===== src/rtl/crc_sector_scan.sv =====
module crc_sector_scan #(
  parameter int          ADDR_W       = 32,
  parameter int          SECTOR_WORDS = 256,
  parameter logic [31:0] MAIN_BASE    = 32'h0800_0000,
  parameter int          MAIN_SECTORS = 64,
  parameter logic [31:0] EXT_BASE     = 32'h0801_0000,
  parameter int          EXT_SECTORS  = 4
) (
  input  logic              clk,
  input  logic              rst_n,
  input  logic              reg_en,
  input  logic              reg_we,
  input  logic [7:0]        reg_addr,
  input  logic [31:0]       reg_wdata,
  output logic [31:0]       reg_rdata,
  output logic              mem_re,
  output logic [ADDR_W-1:0] mem_addr,
  input  logic [31:0]       mem_rdata
);
  localparam logic [31:0] POLY     = 32'h04C1_1DB7;
  localparam int          SEC_B    = SECTOR_WORDS * 4;
  localparam int          OFS_W    = $clog2(SEC_B);
  localparam int          LEFT_W   = 16 + $clog2(SECTOR_WORDS) + 1;
  localparam int          WIDE_W   = ADDR_W + 18;
  localparam logic [7:0]  OFS_STS  = 8'h0C;
  localparam logic [7:0]  OFS_ADR  = 8'h84;
  localparam logic [7:0]  OFS_CTL  = 8'h88;
  localparam logic [7:0]  OFS_RES  = 8'h8C;
  localparam logic [WIDE_W-1:0] MAIN_LO = WIDE_W'(MAIN_BASE);
  localparam logic [WIDE_W-1:0] MAIN_HI = WIDE_W'(MAIN_BASE) + WIDE_W'(MAIN_SECTORS) * WIDE_W'(SEC_B);
  localparam logic [WIDE_W-1:0] EXT_LO  = WIDE_W'(EXT_BASE);
  localparam logic [WIDE_W-1:0] EXT_HI  = WIDE_W'(EXT_BASE) + WIDE_W'(EXT_SECTORS) * WIDE_W'(SEC_B);

  logic [ADDR_W-1:0] start_q, ptr_q;
  logic [15:0]       count_q;
  logic [31:0]       crc_q, result_q;
  logic [LEFT_W-1:0] left_q;
  logic              busy_q, err_q, rd_vld_q;

  function automatic logic [31:0] crc_word(input logic [31:0] c, input logic [31:0] d);
    logic fb;
    for (int i = 31; i >= 0; i--) begin
      fb = c[31] ^ d[i];
      c  = {c[30:0], 1'b0};
      if (fb) c = c ^ POLY;
    end
    return c;
  endfunction

  wire wr      = reg_en && reg_we;
  wire wr_sts  = wr && reg_addr == OFS_STS;
  wire wr_adr  = wr && reg_addr == OFS_ADR && !busy_q;
  wire wr_ctl  = wr && reg_addr == OFS_CTL && !busy_q;
  wire go_req  = wr_ctl && reg_wdata[16];

  wire [15:0]       req_cnt  = reg_wdata[15:0];
  wire [WIDE_W-1:0] run_lo   = WIDE_W'(start_q);
  wire [WIDE_W-1:0] run_hi   = run_lo + WIDE_W'(req_cnt) * WIDE_W'(SEC_B);
  wire              aligned  = start_q[OFS_W-1:0] == '0;
  wire              in_main  = run_lo >= MAIN_LO && run_hi <= MAIN_HI;
  wire              in_ext   = run_lo >= EXT_LO  && run_hi <= EXT_HI;
  wire              req_ok   = aligned && req_cnt != 16'd0 && (in_main || in_ext);
  wire              finish   = busy_q && left_q == '0 && !rd_vld_q;

  assign mem_re   = busy_q && left_q != '0;
  assign mem_addr = ptr_q;

  always_comb begin
    reg_rdata = 32'd0;
    if (reg_en && !reg_we) begin
      case (reg_addr)
        OFS_STS: reg_rdata = {30'd0, err_q, busy_q};
        OFS_ADR: reg_rdata = 32'(start_q);
        OFS_CTL: reg_rdata = {16'd0, count_q};
        OFS_RES: reg_rdata = result_q;
        default: reg_rdata = 32'd0;
      endcase
    end
  end

  always_ff @(posedge clk or negedge rst_n) begin
    if (!rst_n) begin
      start_q  <= '0;
      count_q  <= '0;
      result_q <= '0;
      crc_q    <= '1;
      ptr_q    <= '0;
      left_q   <= '0;
      busy_q   <= 1'b0;
      err_q    <= 1'b0;
      rd_vld_q <= 1'b0;
    end else begin
      rd_vld_q <= mem_re;
      if (wr_adr) start_q <= reg_wdata[ADDR_W-1:0];
      if (wr_ctl) count_q <= req_cnt;
      if (wr_sts && reg_wdata[1]) err_q <= 1'b0;
      if (go_req) begin
        if (req_ok) begin
          busy_q <= 1'b1;
          ptr_q  <= start_q;
          left_q <= LEFT_W'(req_cnt) * LEFT_W'(SECTOR_WORDS);
          crc_q  <= '1;
        end else begin
          err_q  <= 1'b1;
        end
      end
      if (mem_re) begin
        ptr_q  <= ptr_q + ADDR_W'(4);
        left_q <= left_q - 1'b1;
      end
      if (rd_vld_q) crc_q <= crc_word(crc_q, mem_rdata);
      if (finish) begin
        busy_q   <= 1'b0;
        result_q <= crc_q;
      end
    end
  end


  mem_re_busy_chk: assert property (@(posedge clk) disable iff (!rst_n)
    mem_re |-> busy_q);


  addr_step_chk: assert property (@(posedge clk) disable iff (!rst_n)
    mem_re && $past(mem_re) |-> mem_addr == $past(mem_addr) + ADDR_W'(4));


  first_addr_align_chk: assert property (@(posedge clk) disable iff (!rst_n)
    $rose(busy_q) |-> mem_re && mem_addr[OFS_W-1:0] == '0);


  result_hold_chk: assert property (@(posedge clk) disable iff (!rst_n)
    busy_q && $past(busy_q) |-> $stable(result_q));


  err_sticky_chk: assert property (@(posedge clk) disable iff (!rst_n)
    $past(err_q) && !$past(wr_sts && reg_wdata[1]) |-> err_q);


  busy_cfg_hold_chk: assert property (@(posedge clk) disable iff (!rst_n)
    $past(busy_q) |-> $stable(start_q) && $stable(count_q));


  reject_quiet_chk: assert property (@(posedge clk) disable iff (!rst_n)
    $rose(err_q) |-> !busy_q && !mem_re);
endmodule


===== config.mk =====
export PLATFORM = sky130hd
export DESIGN_NAME = crc_sector_scan
export DESIGN_NICKNAME = d
export VERILOG_FILES = /design/src/rtl/crc_sector_scan.sv
export SDC_FILE = /design/constraint.sdc
export NUM_CORES = 1
export LEC_CHECK = 0
export ABC_AREA = 1
export CORE_MARGIN = 2
export CORE_UTILIZATION = 53
export DETAILED_ROUTE_END_ITERATION = 8
export PLACE_DENSITY = 0.78
export SYNTH_ARGS = -nofsm -noshare
export SYNTH_HDL_FRONTEND = slang
export SYNTH_SLANG_ARGS = --single-unit

===== constraint.sdc =====
create_clock -name clk -period 3.6 [get_ports clk]
set_clock_uncertainty 0.15 [all_clocks]
set_input_delay 0.72 -clock clk [delete_from_list [all_inputs] [get_ports clk]]
set_output_delay 0.72 -clock clk [all_outputs]
set_load 0.05 [all_outputs]

==> results.cfg <==
[floorplan]
rows = 60
die_height_um = 170
core_um2 = 27000
die_area_um2 = 28800
die_w_um = 170
ios = 141
start_util_pct = 54.0

[logic_synthesis]
yosys-top-cells-count = nand2_1, nand3_1, inv_1, dfrtp_1, o21ai_0
syn_nets = 2318
synth.area.top_cells = dfrtp_1, nand2_1, nand3_1, xor2_1, dfstp_2
yosysTopAreaCell = dfrtp_1
yosysMostFrequentCell = nand2_1
ys_warn_count = 0
netlist.area_leader.share_pct = 24.1
ys_async_sr_fraction_pct = 100
synth_edf_count = 0
ys_seq_elements = 172
synthFlopType = dfrtp_1
synth_cells = 2223
synth.yosys.seq_area_share_pct = 29.9
synth_area_um2 = 14500
syn_avg_cell_area_um2 = 6.54
synth_cell_type_count = 52

[global_route]
grt_pass1_wl_um = 83300
grt_usage_pct = 37.3
grt_max_degree = 83
grt_remaining_overflow = 0
grt_pass1_vias = 15900
antenna_found_initial = 0

[layout]
design_area_um2 = 20700
insertedDiodeCount = 0
finalNetCount = 2731
area_growth_pct = 42.0
stdcell_count = 2990
drive_above_1_share_pct = 30.4

[timing]
setup_slack_ns = 0.0246
rsz0062_at_grt = yes
timing.hold.ws_ns = 0.167
finalHoldViolations = 0
drv_slew = 0
worst_pin_slew_ns = 0.796
fin_crit_ns = 3.58
maxSlewHeadroom_pct = 46.9
finalCritPeriodShare_pct = 99.3
max_freq_ghz = 0.280
final-setup-viol-count = 0

[drt]
drcViolationCount = 0
drt-pass1-iter-count = 6
wl_per_cell_um = 18.5
ant_nets = 0
vias = 16700
drt-initial-drc-count = 1599
drt-vias-per-instance = 5.57
routed_wl_um = 55200

[clock_network]
cts.sinks = 172
hold_buffers = 0
cts_tree = done
cts_htree_levels = 4
numCtsBuffers = 17
ctsLongestPathBuffers = 2
clk_latency_ns = 0.44
cts.clk_slew.worst_paths_ns = 0.08
cts.root.buffer_cell = clkbuf_16

[placement]
hpwlAfterDp_um = 42300
gp_congestion = 0.989
place_inst = 2919
dpl_worst_slack_ns = -0.655
port_buffers = 140
place_area_um2 = 18600

[worst_setup_path]
r2r_end = crc_q[19]
critPathTopFamily = simple AND/OR/NAND/NOR gates
critPathRequiredTime_ns = 2.73
cp_slowest_stage_delay_ns = 0.46
cp_slowest_cell = or3b_4
start_kind = input port
timing.rr.start = crc_q[29]
worstPathMaxFanout = 7
rr_worst_depth = 26
cp_common_cell = nor2_2
critical_path_buf_inv_count = 5
crit_arrival_ns = 2.71
worstSetupEndpointType = output pin
regToRegSetupSlack_ns = 0.04
crit_start = reg_addr[0]
path_cells = dlygate4sd2_1, nor2_2, nand2_2, nor2_2, nand2_1, clkinv_2, nor4_2, or3b_4, buf_4, buf_16, a31oi_4, buf_12
critical_path_class = in2out

[run]
maxCapViolations = 0

[run_status]
status = finished, final reports clean

[worst_hold_path]
hold_class = in2async
area by class of cell:
type                            count  area [µm²]
Multi-Input combinational cell   1752       10200
Fill cell                        2056        6300
Sequential cell                   172        4340
Timing Repair Buffer              441        4040
Inverter                          252         971
Clock buffer                       18         439
Tap cell                          341         427
Clock inverter                     14         193
stage by stage:
step / util (%) / TNS (ns)
3_3_place_gp: 69.0 / -50.44
6_report: 76.6 / 0
4_1_cts: 73.1 / -0.00324
3_5_place_dp: 69.0 / -57.19
2_1_floorplan: - / -4.19
5_1_grt: 76.6 / -0.862
kinds of logic (layout without fill, tap and decap cells):
logic type	after synthesis	in the layout	share of synthesized area, %
AND/OR/NAND/NOR	1359	1360	42.9
adder cells (fa/ha/maj)	19	19	1.69
AO/OA/AOI/OAI	228	228	8.42
buffers and inverters	300	725	8.11
flip-flops	172	172	29.9
XOR/XNOR	137	137	8.41
multiplexers	8	8	0.620
layout by cell type, fill, tap and decap left out, drive strengths merged, types with 2 or more instances in the layout:
| cell | netlist | final |
|---|---|---|
| nand2 | 940 | 941 |
| buf | 13 | 336 |
| inv | 249 | 258 |
| nand3 | 232 | 232 |
| dfrtp | 140 | 140 |
| o21ai | 119 | 119 |
| xor2 | 107 | 107 |
| nor2 | 107 | 107 |
| clkdlybuf4s50 | 0 | 73 |
| a21oi | 68 | 68 |
| dfstp | 32 | 32 |
| xnor2 | 30 | 30 |
| clkbuf | 35 | 20 |
| nor3 | 20 | 20 |
| dlymetal6s2s | 0 | 19 |
| nor4 | 18 | 18 |
| ha | 18 | 18 |
| nand4 | 16 | 16 |
| a31oi | 15 | 15 |
| or2 | 13 | 13 |
| nand3b | 11 | 11 |
| dlygate4sd2 | 0 | 10 |
| o22ai | 9 | 9 |
| mux2 | 8 | 8 |
| a21boi | 6 | 6 |
| clkinv | 3 | 4 |
| bufinv | 0 | 3 |
| o2111ai | 2 | 2 |
| a41oi | 2 | 2 |
what timing repair did:
action | CTS | global route
setup buffers | 9 | 27
resized for setup | 102 | 187
endpoints found under the setup margin | 115 | 113
pin swaps | 25 | 82
cloned | 3 | 0
registers in the layout, summed over array words and instances (netlist names):
name	cells
crc_q	32
mem_addr	32
result_q	32
start_q	32
left_q	25
count_q	16
busy_q	1
err_q	1
rd_vld_q	1
worst max-delay path by stage:
| stage | to | slack (ns) | cells after the start |
|---|---|---|---|
| 4_1_cts | crc_q[6] | -0.003 | 30 |
| 3_5_place_dp | crc_q[14] | -0.65 | 29 |
| 5_1_grt | crc_q[12] | -0.07 | 29 |
| 6_report | reg_rdata[12] | 0.02 | 12 |
| 3_3_place_gp | mem_addr[12] | -0.59 | 21 |
| 2_1_floorplan | reg_rdata[21] | -0.21 | 10 |
per-layer routing:
metal,part of all wire (%),GRT usage (%),wire (µm),vias to the layer above
met4,7.6,25.0,4170,0
met3,5.5,3.78,3030,210
li1,-,-,-,7905
met2,49,66.2,27100,733
met5,0,0,0,-
met1,38,42.5,20900,7802
Power is left out: the tool's default activity adds up to more than one toggle a clock period on the data nets, which glitch-free logic cannot reach.
